### config.mk
export PLATFORM = sky130hd
export DESIGN_NAME = dbg_boot_sampler
export DESIGN_NICKNAME = d
export VERILOG_FILES = /design/src/rtl/dbg_boot_pkg.sv /design/src/rtl/dbg_rst_watch.sv /design/src/rtl/dbg_delay_timer.sv /design/src/rtl/dbg_entry_decide.sv /design/src/rtl/dbg_boot_sampler.sv
export SDC_FILE = /design/constraint.sdc
export NUM_CORES = 1
export LEC_CHECK = 0
export BUFFER_PORTS_ARGS = -buffer_cell sky130_fd_sc_hd__buf_2
export CORE_AREA = 5 5 42 44
export CTS_CLUSTER_DIAMETER = 50
export DETAILED_ROUTE_END_ITERATION = 7
export DIE_AREA = 0 0 47 49
export GPL_ROUTABILITY_DRIVEN = 0
export GPL_TIMING_DRIVEN = 1
export PLACE_DENSITY = 0.56
export SYNTH_ARGS = -nofsm -noshare
export SYNTH_HDL_FRONTEND = slang
export SYNTH_HIERARCHICAL = 1
export SYNTH_SLANG_ARGS = --single-unit
### constraint.sdc
create_clock -name clk -period 1.7 [get_ports clk]
set_input_delay 0.17 -clock clk [delete_from_list [all_inputs] [get_ports clk]]
set_output_delay 0.17 -clock clk [all_outputs]
set_load 0.03 [all_outputs]
### src/rtl/dbg_boot_pkg.sv
package dbg_boot_pkg;

    // Phase of the post-release delay timer.
    typedef enum logic [1:0] {
        TMR_IDLE = 2'd0,   // waiting for a reset release
        TMR_RUN  = 2'd1,   // counting toward the second sample
        TMR_DONE = 2'd2    // decision issued, wait for reset again
    } tmr_state_e;

    // Outcome of the second sample.
    typedef enum logic [1:0] {
        BOOT_NONE   = 2'd0,
        BOOT_NORMAL = 2'd1,
        BOOT_DEBUG  = 2'd2
    } boot_kind_e;

endpackage

### src/rtl/dbg_rst_watch.sv
// Tracks the reset-output level, flags its release and holds the pin
// level seen on the most recent edge while reset was still asserted.
module dbg_rst_watch (
    input  logic clk,
    input  logic rst_n,
    input  logic rst_out,
    input  logic dbg_pin,
    output logic release_evt,
    output logic held_pin
);

    typedef struct packed {
        logic rst_seen;
        logic pin_shadow;
    } watch_t;

    watch_t st_d, st_q;

    always_comb begin
        st_d          = st_q;
        st_d.rst_seen = rst_out;
        if (rst_out) begin
            st_d.pin_shadow = dbg_pin;
        end
    end

    always_ff @(posedge clk or negedge rst_n) begin
        if (!rst_n) begin
            st_q <= '0;
        end else begin
            st_q <= st_d;
        end
    end

    assign release_evt = st_q.rst_seen && !rst_out;
    assign held_pin    = st_q.pin_shadow;

endmodule

### src/rtl/dbg_delay_timer.sv
// Counts DELAY edges from the release edge and raises fire_now on the
// edge at which the second sample must be taken.
module dbg_delay_timer
    import dbg_boot_pkg::*;
#(
    parameter int DELAY = 8
) (
    input  logic clk,
    input  logic rst_n,
    input  logic start,
    input  logic abort,
    output logic fire_now
);

    localparam int CNT_W = (DELAY > 2) ? $clog2(DELAY) : 1;
    localparam logic [CNT_W-1:0] LAST = CNT_W'(DELAY - 1);

    typedef struct packed {
        tmr_state_e       phase;
        logic [CNT_W-1:0] cnt;
    } tmr_t;

    tmr_t st_d, st_q;
    logic fire_d;

    always_comb begin
        st_d   = st_q;
        fire_d = 1'b0;
        unique case (st_q.phase)
            TMR_IDLE: begin
                if (start) begin
                    st_d.phase = TMR_RUN;
                    st_d.cnt   = '0;
                end
            end
            TMR_RUN: begin
                if (abort) begin
                    st_d.phase = TMR_IDLE;
                end else if (st_q.cnt == LAST) begin
                    fire_d     = 1'b1;
                    st_d.phase = TMR_DONE;
                end else begin
                    st_d.cnt = st_q.cnt + 1'b1;
                end
            end
            TMR_DONE: begin
                if (abort) begin
                    st_d.phase = TMR_IDLE;
                end
            end
            default: begin
                st_d.phase = TMR_IDLE;
            end
        endcase
    end

    always_ff @(posedge clk or negedge rst_n) begin
        if (!rst_n) begin
            st_q <= '{phase: TMR_IDLE, cnt: '0};
        end else begin
            st_q <= st_d;
        end
    end

    assign fire_now = fire_d;

endmodule

### src/rtl/dbg_entry_decide.sv
// Holds the sticky enable and turns the second sample into one pulse.
module dbg_entry_decide
    import dbg_boot_pkg::*;
(
    input  logic clk,
    input  logic rst_n,
    input  logic release_evt,
    input  logic held_pin,
    input  logic fire_now,
    input  logic dbg_pin,
    output logic enable,
    output logic go_debug,
    output logic go_normal
);

    typedef struct packed {
        logic       en;
        boot_kind_e kind;
    } dec_t;

    dec_t st_d, st_q;

    always_comb begin
        st_d      = st_q;
        st_d.kind = BOOT_NONE;
        if (release_evt) begin
            st_d.en = held_pin;
        end
        if (fire_now) begin
            if (dbg_pin && st_q.en) begin
                st_d.kind = BOOT_DEBUG;
            end else begin
                st_d.kind = BOOT_NORMAL;
            end
        end
    end

    always_ff @(posedge clk or negedge rst_n) begin
        if (!rst_n) begin
            st_q <= '{en: 1'b0, kind: BOOT_NONE};
        end else begin
            st_q <= st_d;
        end
    end

    assign enable    = st_q.en;
    assign go_debug  = (st_q.kind == BOOT_DEBUG);
    assign go_normal = (st_q.kind == BOOT_NORMAL);

endmodule

### src/rtl/dbg_boot_sampler.sv
module dbg_boot_sampler #(
    parameter int DELAY   = 8,
    parameter int WATCH_W = 4
) (
    input  logic               clk,
    input  logic               rst_n,
    input  logic               rst_out,
    input  logic               dbg_pin,
    input  logic [WATCH_W-1:0] watch_in,
    output logic               debug_enable,
    output logic               enter_debug,
    output logic               start_normal,
    output logic [WATCH_W-1:0] watch_out
);

    logic release_evt;
    logic held_pin;
    logic fire_now;

    dbg_rst_watch u_watch (
        .clk         (clk),
        .rst_n       (rst_n),
        .rst_out     (rst_out),
        .dbg_pin     (dbg_pin),
        .release_evt (release_evt),
        .held_pin    (held_pin)
    );

    dbg_delay_timer #(.DELAY(DELAY)) u_timer (
        .clk      (clk),
        .rst_n    (rst_n),
        .start    (release_evt),
        .abort    (rst_out),
        .fire_now (fire_now)
    );

    dbg_entry_decide u_decide (
        .clk         (clk),
        .rst_n       (rst_n),
        .release_evt (release_evt),
        .held_pin    (held_pin),
        .fire_now    (fire_now),
        .dbg_pin     (dbg_pin),
        .enable      (debug_enable),
        .go_debug    (enter_debug),
        .go_normal   (start_normal)
    );

    // Trigger events are never gated by the debug permission.
    assign watch_out = watch_in;

endmodule

==> impl_metrics.py, run 1 <==
metrics = {
    "placement": {
        "dpl.hpwl_um": 581,
        "portBuffers": 6,
        "place_ws_ns": 0.142,
        "placed_cell_area_um2": 504,
        "place_inst": 53,
    },
    "setup_path": {
        "path_class": "reg -> reg",
        "cp-end-kind": "flip-flop",
        "cpMaxStageDelayCell": "dfrtp_1",
        "rrSetupSlack_ns": 0.13,
        "crit_family": "adder cells",
        "max_stage_delay_ns": 0.40,
        "crit_start": "u_timer/st_q[0]",
        "crit_fanout": 4,
        "crit_top_cell": "ha_1",
        "arrival_ns": 1.72,
        "cp.required_ns": 1.84,
        "ff2ff_path_depth": 5,
        "path_cells": "ha_1, ha_1, nor4b_4, a21oi_2, mux2_4",
        "cp.depth": 5,
        "r2r_start": "u_timer/st_q[0]",
        "crit_buf_inv": 0,
        "start_kind": "flip-flop",
        "setup.worst_path.end": "u_timer/st_q[0]",
        "r2r-end": "u_timer/st_q[0]",
    },
    "global_route": {
        "grtUsageTotal_pct": 8.67,
        "antenna_found_initial": 0,
        "overflow": 0,
        "grt_max_degree": 11,
        "grt_pass1_vias": 316,
        "grt_first_pass_wirelength_mm": 1.30,
    },
    "status": {
        "outcome": "completed",
    },
    "power": {
        "p_total_mw": 0.542,
        "p_per_area_nw_per_um2": 1010,
        "vdd_ir_drop_max_uv": 405,
        "power_leakage_nw": 0.277,
    },
    "flow_run": {
        "maxCapViolCount": 0,
    },
    "layout": {
        "area_growth_syn_to_layout_pct": 12.6,
        "drive_gt1_share_pct": 48.8,
        "final_util_pct": 38.3,
        "fin_cells": 57,
        "diodes": 0,
        "filler_cell_count": 145,
        "nNetsFinal": 53,
        "postLayoutCellArea_um2": 537,
    },
    "synth": {
        "syn_avg_cell_area_um2": 14.0,
        "synth.cell_area_um2": 477,
        "syn-num-nets": 44,
        "netlist_instances": 34,
        "synth_seq_area_share_pct": 52.5,
        "ys_ff_latch": 10,
        "yosysUniqueCellTypes": 16,
        "yosysWarnings": 6,
    },
    "sta": {
        "finalMaxSlewViolations": 0,
        "fmax_mhz": 637,
        "hold_viol": 0,
        "rsz0062_at_grt": "false",
        "holdWs_ns": 0.118,
        "fin_crit_ns": 1.57,
        "slew_headroom_pct": 84.2,
        "final.setup.worst_slack_ns": 0.129,
        "fin_crit_sh_pct": 92.4,
        "finalClockSkew_ns": 0.00591,
        "setup-violations-final": 0,
        "worst_pin_slew_ns": 0.237,
        "fin_setup_tns_ns": 0,
    },
    "clocking": {
        "cts.clk_slew.worst_paths_ns": 0.06,
        "clk_latency_ns": 0.26,
        "cts_resized": 0,
        "cts_root_buf": "clkbuf_4",
        "cts_max_level": 1,
        "cts_buffer_depth": 2,
        "cts_tree": "done",
        "cts_made_buffers": 3,
        "clkSinkCount": 10,
    },
    "floorplanning": {
        "start_util_pct": 34.0,
        "fp.dieArea_um2": 2300,
        "core-area_um2": 1400,
        "rows": 14,
        "dieHeight_um": 49,
        "io_pins": 15,
        "die_x_um": 47,
    },
    "routing": {
        "drc": 0,
        "viasPerCell": 4.65,
        "initialDrtViolationCount": 0,
        "vias": 265,
        "wirelength_um": 764,
        "postRouteAntennaNets": 0,
        "firstDrtPassIters": 1,
        "avgRoutedWirePerCell_um": 13.4,
    },
    "hold_path": {
        "worstHoldPathType": "in -> reg",
    },
}
[area by class of cell]
cell class | count | area (µm²) | area share, %
sequential | 10 | 250 | 46.6
clock buffer | 3 | 22.5 | 4.20
timing repair buffer | 8 | 47.5 | 8.86
multi-input combinational | 19 | 193 | 35.9
inverter | 1 | 3.75 | 0.699
tap | 16 | 20.0 | 3.73
[cells in the mapped netlist, drive strengths merged]
master   n  area (µm²)
dfrtp   10         250
a21oi    1        8.76
nor4b    1        23.8
and3     1        6.26
a22o     2        20.0
and2b    1        8.76
a21boi   1        7.51
and4bb   1        12.5
nor2     2        7.51
mux2     4        56.3
buf      4        30.0
ha       2        25.0
nor2b    2        12.5
inv      1        3.75
nand2    1        3.75
[what timing repair did]
action / in CTS / in global routing
endpoints found under the hold margin: 10 / 0
setup buffers: 0 / 0
hold buffers: 1 / 0
[how the worst min path moves through the flow]
stage	startpoint	to	slack, ns	cells past startpoint
after CTS	rst_out	u_watch/st_q[1]	0.1	1
final	rst_out	u_watch/st_q[1]	0.12	1
after global routing	rst_out	u_watch/st_q[1]	0.09	1
after global placement	rst_n	u_decide/st_q[1]	0.03	1
after floorplan	rst_n	u_decide/enable	-0.13	0
after detailed placement	rst_n	u_decide/st_q[0]	0.04	1
[placed cells by master (no fill, tap or decap), types with 2 or more instances in the layout]
master / netlist / final
nor2_1: 2 / 2
a22o_2: 2 / 2
dfrtp_1: 10 / 10
ha_1: 2 / 2
mux2_4: 3 / 3
clkbuf_4: 0 / 3
nor2b_1: 2 / 2
buf_2: 0 / 6
[where the power goes]
part           switching (mW)  internal [mW]  leakage [nW]  total, mW
registers              0.0227          0.268         0.129      0.290
clock network          0.0704         0.0812        0.0138      0.152
logic                  0.0436         0.0563         0.134     0.0999
[cells by family after synthesis]
| group | synth area share [%] |
|---|---|
| buf+inv | 7.09 |
| compound gates | 7.61 |
| fa+ha+maj | 5.25 |
| flops | 52.5 |
| simple gates | 15.7 |
| mux | 11.8 |
[sequential cells by signal (all words and copies together), names as in the netlist]
register          cells
u_timer/st_q          5
u_decide/st_q         2
u_decide/enable       1
u_watch/held_pin      1
u_watch/st_q          1
[worst reg2reg max path, delay by kind of cell, from the launching register on]
| kind | cells | cell delay [ns] |
|---|---|---|
| mux | 1 | 0.27 |
| compound gates | 1 | 0.09 |
| simple gates | 1 | 0.26 |
| flops | 1 | 0.40 |
| fa+ha+maj | 2 | 0.44 |
[per-layer routing]
layer	track usage [%]	up-vias	wire length (µm)
met5	0	-	0
met4	9.68	0	11
met3	4.43	2	74
met2	11.1	8	377
met1	9.05	127	300
li1	-	128	-
Power figures use the tool's default switching activity.
==> run 2: changes to the inputs <==
--- a/config.mk
+++ b/config.mk
@@ -5,15 +5,14 @@
 export SDC_FILE = /design/constraint.sdc
 export NUM_CORES = 1
 export LEC_CHECK = 0
-export BUFFER_PORTS_ARGS = -buffer_cell sky130_fd_sc_hd__buf_2
 export CORE_AREA = 5 5 42 44
 export CTS_CLUSTER_DIAMETER = 50
 export DETAILED_ROUTE_END_ITERATION = 7
 export DIE_AREA = 0 0 47 49
+export DONT_BUFFER_PORTS = 1
 export GPL_ROUTABILITY_DRIVEN = 0
 export GPL_TIMING_DRIVEN = 1
-export PLACE_DENSITY = 0.56
+export PLACE_DENSITY = 0.47
 export SYNTH_ARGS = -nofsm -noshare
 export SYNTH_HDL_FRONTEND = slang
-export SYNTH_HIERARCHICAL = 1
 export SYNTH_SLANG_ARGS = --single-unit
==> run 2 against run 1 <==
Against the previous run: via count grew 5.7%; design area grew 2.8%; sequential share of layout area shrank 1.3 points; count of clock-buffer cells in the layout is the same; clock skew shrank 0.0029 ns; utilization grew 1.1 points; largest power group unchanged.
==> impl_metrics.py, run 2 <==
metrics = {
    "routing": {
        "wirelength_um": 784,
        "initialDrtViolationCount": 2,
        "drc": 0,
        "firstDrtPassIters": 2,
        "vias": 280,
        "postRouteAntennaNets": 0,
        "avgRoutedWirePerCell_um": 13.3,
        "viasPerCell": 4.75,
    },
    "synth": {
        "synth_edf_count": 0,
        "async_flop_share_pct": 100,
        "yosysTopAreaCellShare_pct": 51.5,
        "synth_area_leaders": "dfrtp_1 52%, nor2b_1 6.4%, buf_4 6.2%",
        "syn_avg_cell_area_um2": 12.1,
        "yosysUniqueCellTypes": 16,
        "synth_most_common_cell": "dfrtp_1",
        "ys_ff_latch": 10,
        "syn-num-nets": 50,
        "yosys-top-cells-count": "10 x dfrtp_1, 5 x nor2b_1, 4 x buf_4, 3 x nand2_1",
        "synth_seq_area_share_pct": 51.5,
        "synth_ff_type": "dfrtp_1",
        "yosysWarnings": 0,
        "synth_top_area_cell": "dfrtp_1",
        "netlist_instances": 40,
        "synth.cell_area_um2": 485,
    },
    "power": {
        "p_int_mw": 0.386,
        "power_leakage_nw": 0.249,
        "p_per_area_nw_per_um2": 940,
        "netSwitchingPower_mw": 0.133,
        "sw_frac_of_total_pct": 25.6,
        "vdd_ir_drop_max_uv": 309,
        "pwr-share-clk_pct": 30.6,
        "seqPwrFrac_pct": 55.5,
        "pwr-share-comb_pct": 14.0,
    },
    "clocking": {
        "cts.clk_slew.worst_paths_ns": 0.06,
        "cts_root_buf": "clkbuf_4",
        "cts_tree": "done",
        "cts_buffer_depth": 2,
        "cts_made_buffers": 3,
        "clkSinkCount": 10,
        "clk_latency_ns": 0.26,
        "cts_max_level": 1,
    },
    "setup_path": {
        "crit_fanout": 3,
        "cp.required_ns": 1.85,
        "cpMaxStageDelayCell": "dfrtp_1",
        "arrival_ns": 1.80,
        "crit_family": "flip-flops",
        "crit_buf_inv": 0,
        "ff2ff_path_depth": 5,
        "path_class": "reg -> reg",
        "cp-end-kind": "flip-flop",
        "path_cells": "ha_2, ha_2, nand2b_4, a211oi_4, mux2_4",
        "max_stage_delay_ns": 0.40,
        "crit_top_cell": "ha_2",
        "start_kind": "flip-flop",
        "cp.depth": 5,
    },
    "floorplanning": {
        "core-area_um2": 1400,
        "fp.dieArea_um2": 2300,
        "start_util_pct": 34.6,
        "io_pins": 15,
        "rows": 14,
        "dieHeight_um": 49,
        "die_x_um": 47,
    },
    "layout": {
        "reg.largest.list": "u_timer.st_q: 5 flops, u_decide.st_q: 2 flops",
        "layout_common_cells": "10 x dfrtp_1, 5 x nor2b_1, 3 x nand2_1, 3 x clkbuf_4, 3 x dlygate4sd3_1",
        "drive_gt1_share_pct": 27.9,
        "final_common_cell": "dfrtp_1",
        "nNetsFinal": 55,
        "largest_register_ffs": 5,
        "largest-register": "u_timer.st_q",
        "fin_cells": 59,
        "area_growth_syn_to_layout_pct": 13.7,
        "diodes": 0,
    },
    "placement": {
        "portBuffers": 0,
        "place_inst": 53,
        "dpl.hpwl_um": 607,
        "place_ws_ns": 0.0215,
    },
    "global_route": {
        "grt_first_pass_wirelength_mm": 1.27,
        "grt_pass1_vias": 289,
        "antenna_found_initial": 0,
        "grtUsageTotal_pct": 8.10,
        "grt_max_degree": 11,
        "overflow": 0,
    },
    "sta": {
        "fmax_mhz": 606,
        "final.setup.worst_slack_ns": 0.0489,
        "fin_crit_ns": 1.65,
        "worst_pin_slew_ns": 0.573,
        "rsz0062_at_grt": "false",
        "hold_viol": 0,
        "setup-violations-final": 0,
        "finalMaxSlewViolations": 0,
        "slew_headroom_pct": 61.7,
        "finalClockSkew_ns": 0.00302,
        "fin_setup_tns_ns": 0,
        "fin_crit_sh_pct": 97.1,
    },
    "hold_path": {
        "worstHoldPathType": "in -> reg",
        "holdPathStages": 2,
    },
    "status": {
        "outcome": "completed",
    },
    "flow_run": {
        "maxCapViolCount": 0,
    },
}
## run 2: changes by cell type after synthesis, sizes merged, moves of 2 or more
cell    before  now
mux2i        0    2
nand2        1    3
nor2b        2    5
a22o         2    0
nand2b       0    2
## run 2: stage by stage
step | power, mW | instance area (µm²) | util (%) | hold WS (ns)
2_1_floorplan | 0.354 | 485 | - | -0.126
3_3_place_gp | 0.349 | 483 | 34.5 | -0.125
3_5_place_dp | 0.350 | 483 | 34.5 | -0.125
4_1_cts | 0.526 | 536 | 38.2 | 0.0205
5_1_grt | 0.556 | 552 | 39.4 | 0.0173
6_report | 0.519 | 552 | 39.4 | 0.0307
## run 2: logic make-up after synthesis
group                    synth area share, %
buffers and inverters                   7.73
multiplexers                            11.9
adder cells (fa/ha/maj)                 5.15
AND/OR/NAND/NOR                         17.5
flip-flops                              51.5
AO/OA/AOI/OAI                           6.19
## run 2: area by class of cell
type	count	area (µm²)
Timing Repair Buffer	4	41.3
Inverter	2	7.51
Sequential cell	10	250
Clock buffer	3	22.5
Tap cell	16	20.0
Fill cell	140	850
Multi-Input combinational cell	24	210
## run 2: power groups by stage
| stage | combinational, mW | sequential (mW) | clock, mW |
|---|---|---|---|
| global route | 0.0830 | 0.293 | 0.180 |
| floorplan | 0.0678 | 0.287 | 0 |
| detailed placement | 0.0588 | 0.292 | 0 |
| finish | 0.0724 | 0.288 | 0.159 |
| CTS | 0.0700 | 0.287 | 0.169 |
| global placement | 0.0583 | 0.291 | 0 |
## run 2: path summary, 6_finish.rpt
check | end | slack (ns) | startpoint
setup reg to reg | u_timer.st_q[0] | 0.05 | u_timer.st_q[0]
min in group asynchronous | u_decide.enable | 0.29 | rst_n
hold / removal | u_decide.st_q[1] | 0.03 | dbg_pin
hold reg to reg | u_decide.enable | 0.51 | u_watch.held_pin
max in group asynchronous | u_decide.st_q[1] | 1.10 | rst_n
setup / recovery | u_timer.st_q[0] | 0.05 | u_timer.st_q[0]
## run 2: routing by layer
layer | GRT usage, % | vias up | wire, µm
met5 | 0 | - | 0
met4 | 6.91 | 0 | 21
met3 | 5.17 | 2 | 85
met2 | 10.6 | 12 | 349
met1 | 8.58 | 134 | 327
li1 | - | 132 | -
## run 2: what timing repair did
action,4_1_cts,5_1_grt
setup buffers,0,0
resized for setup,0,4
endpoints found under the hold margin,13,0
hold buffers,3,0
setup endpoints to repair,0,3
==> run 3: changes to the inputs <==
--- a/config.mk
+++ b/config.mk
@@ -5,14 +5,17 @@
 export SDC_FILE = /design/constraint.sdc
 export NUM_CORES = 1
 export LEC_CHECK = 0
-export CORE_AREA = 5 5 42 44
+export CELL_PAD_IN_SITES_DETAIL_PLACEMENT = 1
+export CELL_PAD_IN_SITES_GLOBAL_PLACEMENT = 2
+export CORE_MARGIN = 5
+export CORE_UTILIZATION = 35
 export CTS_CLUSTER_DIAMETER = 50
 export DETAILED_ROUTE_END_ITERATION = 7
-export DIE_AREA = 0 0 47 49
 export DONT_BUFFER_PORTS = 1
 export GPL_ROUTABILITY_DRIVEN = 0
 export GPL_TIMING_DRIVEN = 1
-export PLACE_DENSITY = 0.47
+export PLACE_DENSITY = 0.67
+export SETUP_SLACK_MARGIN = 0.2
 export SYNTH_ARGS = -nofsm -noshare
 export SYNTH_HDL_FRONTEND = slang
 export SYNTH_SLANG_ARGS = --single-unit
==> run 3 against run 2 <==
Against the previous run: cell count rose by 8.5%; total power increased by 18%; critical path type unchanged; worst setup slack improved by 0.059 ns; combinational power grew 52%; global-route usage is 4.0 points higher; first-iteration DRC count shrank 50%; routed wire length rose by 34%; count of clock-buffer cells in the layout rose by 1; utilization increased by 7.4 points; design area up 10%.
==> impl_metrics.py, run 3 (synthesis results as in run 2) <==
metrics = {
    "clocking": {
        "cts.clk_slew.worst_paths_ns": 0.06,
        "clk_latency_ns": 0.26,
        "cts_made_buffers": 3,
        "cts_max_level": 1,
        "cts_tree": "done",
        "clkSinkCount": 10,
        "cts_root_buf": "clkbuf_4",
        "cts_buffer_depth": 2,
    },
    "layout": {
        "drive_gt1_share_pct": 36.7,
        "nNetsFinal": 60,
        "area_growth_syn_to_layout_pct": 25.3,
        "multiInputGateArea_um2": 220,
        "final_common_cell": "dfrtp_1",
        "filler_cell_count": 139,
        "layout_common_cells": "10 x dfrtp_1, 6 x buf_4, 5 x nor2b_1",
        "regArea_um2": 250,
        "largest_register_ffs": 5,
        "final_util_pct": 46.7,
        "diodes": 0,
        "reg.largest.list": "u_timer.st_q: 5 flops, u_decide.st_q: 2 flops",
        "largest-register": "u_timer.st_q",
    },
    "routing": {
        "met2_length_um": 615,
        "drc": 0,
        "vias": 310,
        "met3_length_um": 109,
        "initialDrtViolationCount": 1,
        "routed.top_layer": "met4",
        "drt-met1-wl_um": 308,
        "postRouteAntennaNets": 0,
        "viasPerCell": 4.84,
        "avgRoutedWirePerCell_um": 16.4,
        "wirelength_mm": 1.05,
        "firstDrtPassIters": 2,
    },
    "sta": {
        "setup-violations-final": 0,
        "final.setup.worst_slack_ns": 0.108,
        "finalClockSkew_ns": 0.00116,
        "finalMaxSlewViolations": 0,
        "fin_crit_sh_pct": 93.7,
        "rsz0062_at_grt": "true",
        "worst_pin_slew_ns": 0.577,
        "fmax_mhz": 628,
        "slew_headroom_pct": 61.5,
        "fin_crit_ns": 1.59,
        "hold_viol": 0,
        "fin_setup_tns_ns": 0,
    },
    "floorplanning": {
        "core-area_um2": 1300,
        "die_x_um": 47.2,
        "rows": 13,
        "dieHeight_um": 47.2,
        "io_pins": 15,
        "start_util_pct": 37.3,
        "fp.dieArea_um2": 2230,
    },
    "power": {
        "sw_frac_of_total_pct": 24.8,
        "netSwitchingPower_mw": 0.152,
        "seqPwrFrac_pct": 47.3,
        "pwr-share-comb_pct": 18.0,
        "power_leakage_nw": 0.282,
        "p_int_mw": 0.459,
        "p_per_area_nw_per_um2": 1000,
        "vdd_ir_drop_max_uv": 499,
        "pwr-share-clk_pct": 34.6,
    },
    "setup_path": {
        "path_class": "reg -> reg",
        "start_kind": "flip-flop",
        "arrival_ns": 1.74,
        "crit_fanout": 2,
        "cp.required_ns": 1.85,
        "cp-end-kind": "flip-flop",
    },
    "placement": {
        "dpl.hpwl_um": 818,
        "place_ws_ns": 0.0625,
        "portBuffers": 0,
    },
    "global_route": {
        "antenna_found_initial": 0,
        "grt_pass1_vias": 356,
        "grt_first_pass_wirelength_mm": 1.75,
        "grtUsageTotal_pct": 12.1,
        "overflow": 0,
        "grt_max_degree": 11,
    },
    "flow_run": {
        "maxCapViolCount": 0,
    },
    "status": {
        "outcome": "completed",
    },
    "hold_path": {
        "worstHoldPathType": "in -> reg",
    },
}
-- run 3: worst paths after layout --
check                                       from                to  slack [ns]  depth (start not counted)
worst max-delay path             u_timer.st_q[0]   u_timer.st_q[0]        0.11                          5
worst min-delay path                     dbg_pin  u_decide.st_q[1]        0.03                          2
worst max register to register   u_timer.st_q[0]   u_timer.st_q[0]        0.11                          5
worst min register to register  u_watch.held_pin  u_watch.held_pin        0.52                          1
max in group asynchronous                  rst_n   u_timer.st_q[4]        1.13                          1
min in group asynchronous                  rst_n   u_timer.st_q[2]        0.27                          1
-- run 3: final cells by class --
cell class                 count  area share [%]
clock buffer                   4            5.97
inverter                       2            1.23
multi-input combinational     24            36.2
sequential                    10            41.2
tap                           15            3.09
timing repair buffer           9            12.3
-- run 3: layer usage --
| layer | track usage [%] | up-vias |
|---|---|---|
| met1 | 9.86 | 153 |
| li1 | - | 142 |
| met4 | 3.31 | 0 |
| met5 | 0 | - |
| met3 | 7.66 | 2 |
| met2 | 23.3 | 13 |
-- run 3: worst max-delay path: stages (launching register included) --
cell,delay [ns]
dfrtp_1,0.40
ha_2,0.20
ha_4,0.16
nand2b_4,0.14
a211oi_4,0.25
mux2_4,0.33
-- run 3: what timing repair did --
action,4_1_cts,5_1_grt
pin swaps,2,0
gates resized for setup,0,0
setup buffers,3,2
endpoints found under the hold margin,13,0
hold buffers,3,0
endpoints found under the setup margin,3,3
-- run 3: through the flow --
stage	cells	hold WS [ns]	total power, mW	cell area [µm²]
finish	64	0.0318	0.611	608
floorplan	40	-0.126	0.360	508
global route	64	0.0287	0.648	608
global placement	52	-0.125	0.353	504
detailed placement	52	-0.125	0.364	504
CTS	62	0.0301	0.607	593
-- run 3: power by group through the flow --
stage | Sequential (mW) | Combinational, mW | Clock, mW
final | 0.289 | 0.110 | 0.211
after global routing | 0.293 | 0.122 | 0.233
after CTS | 0.290 | 0.0953 | 0.222
after detailed placement | 0.296 | 0.0684 | 0
after global placement | 0.293 | 0.0602 | 0
after floorplan | 0.289 | 0.0710 | 0
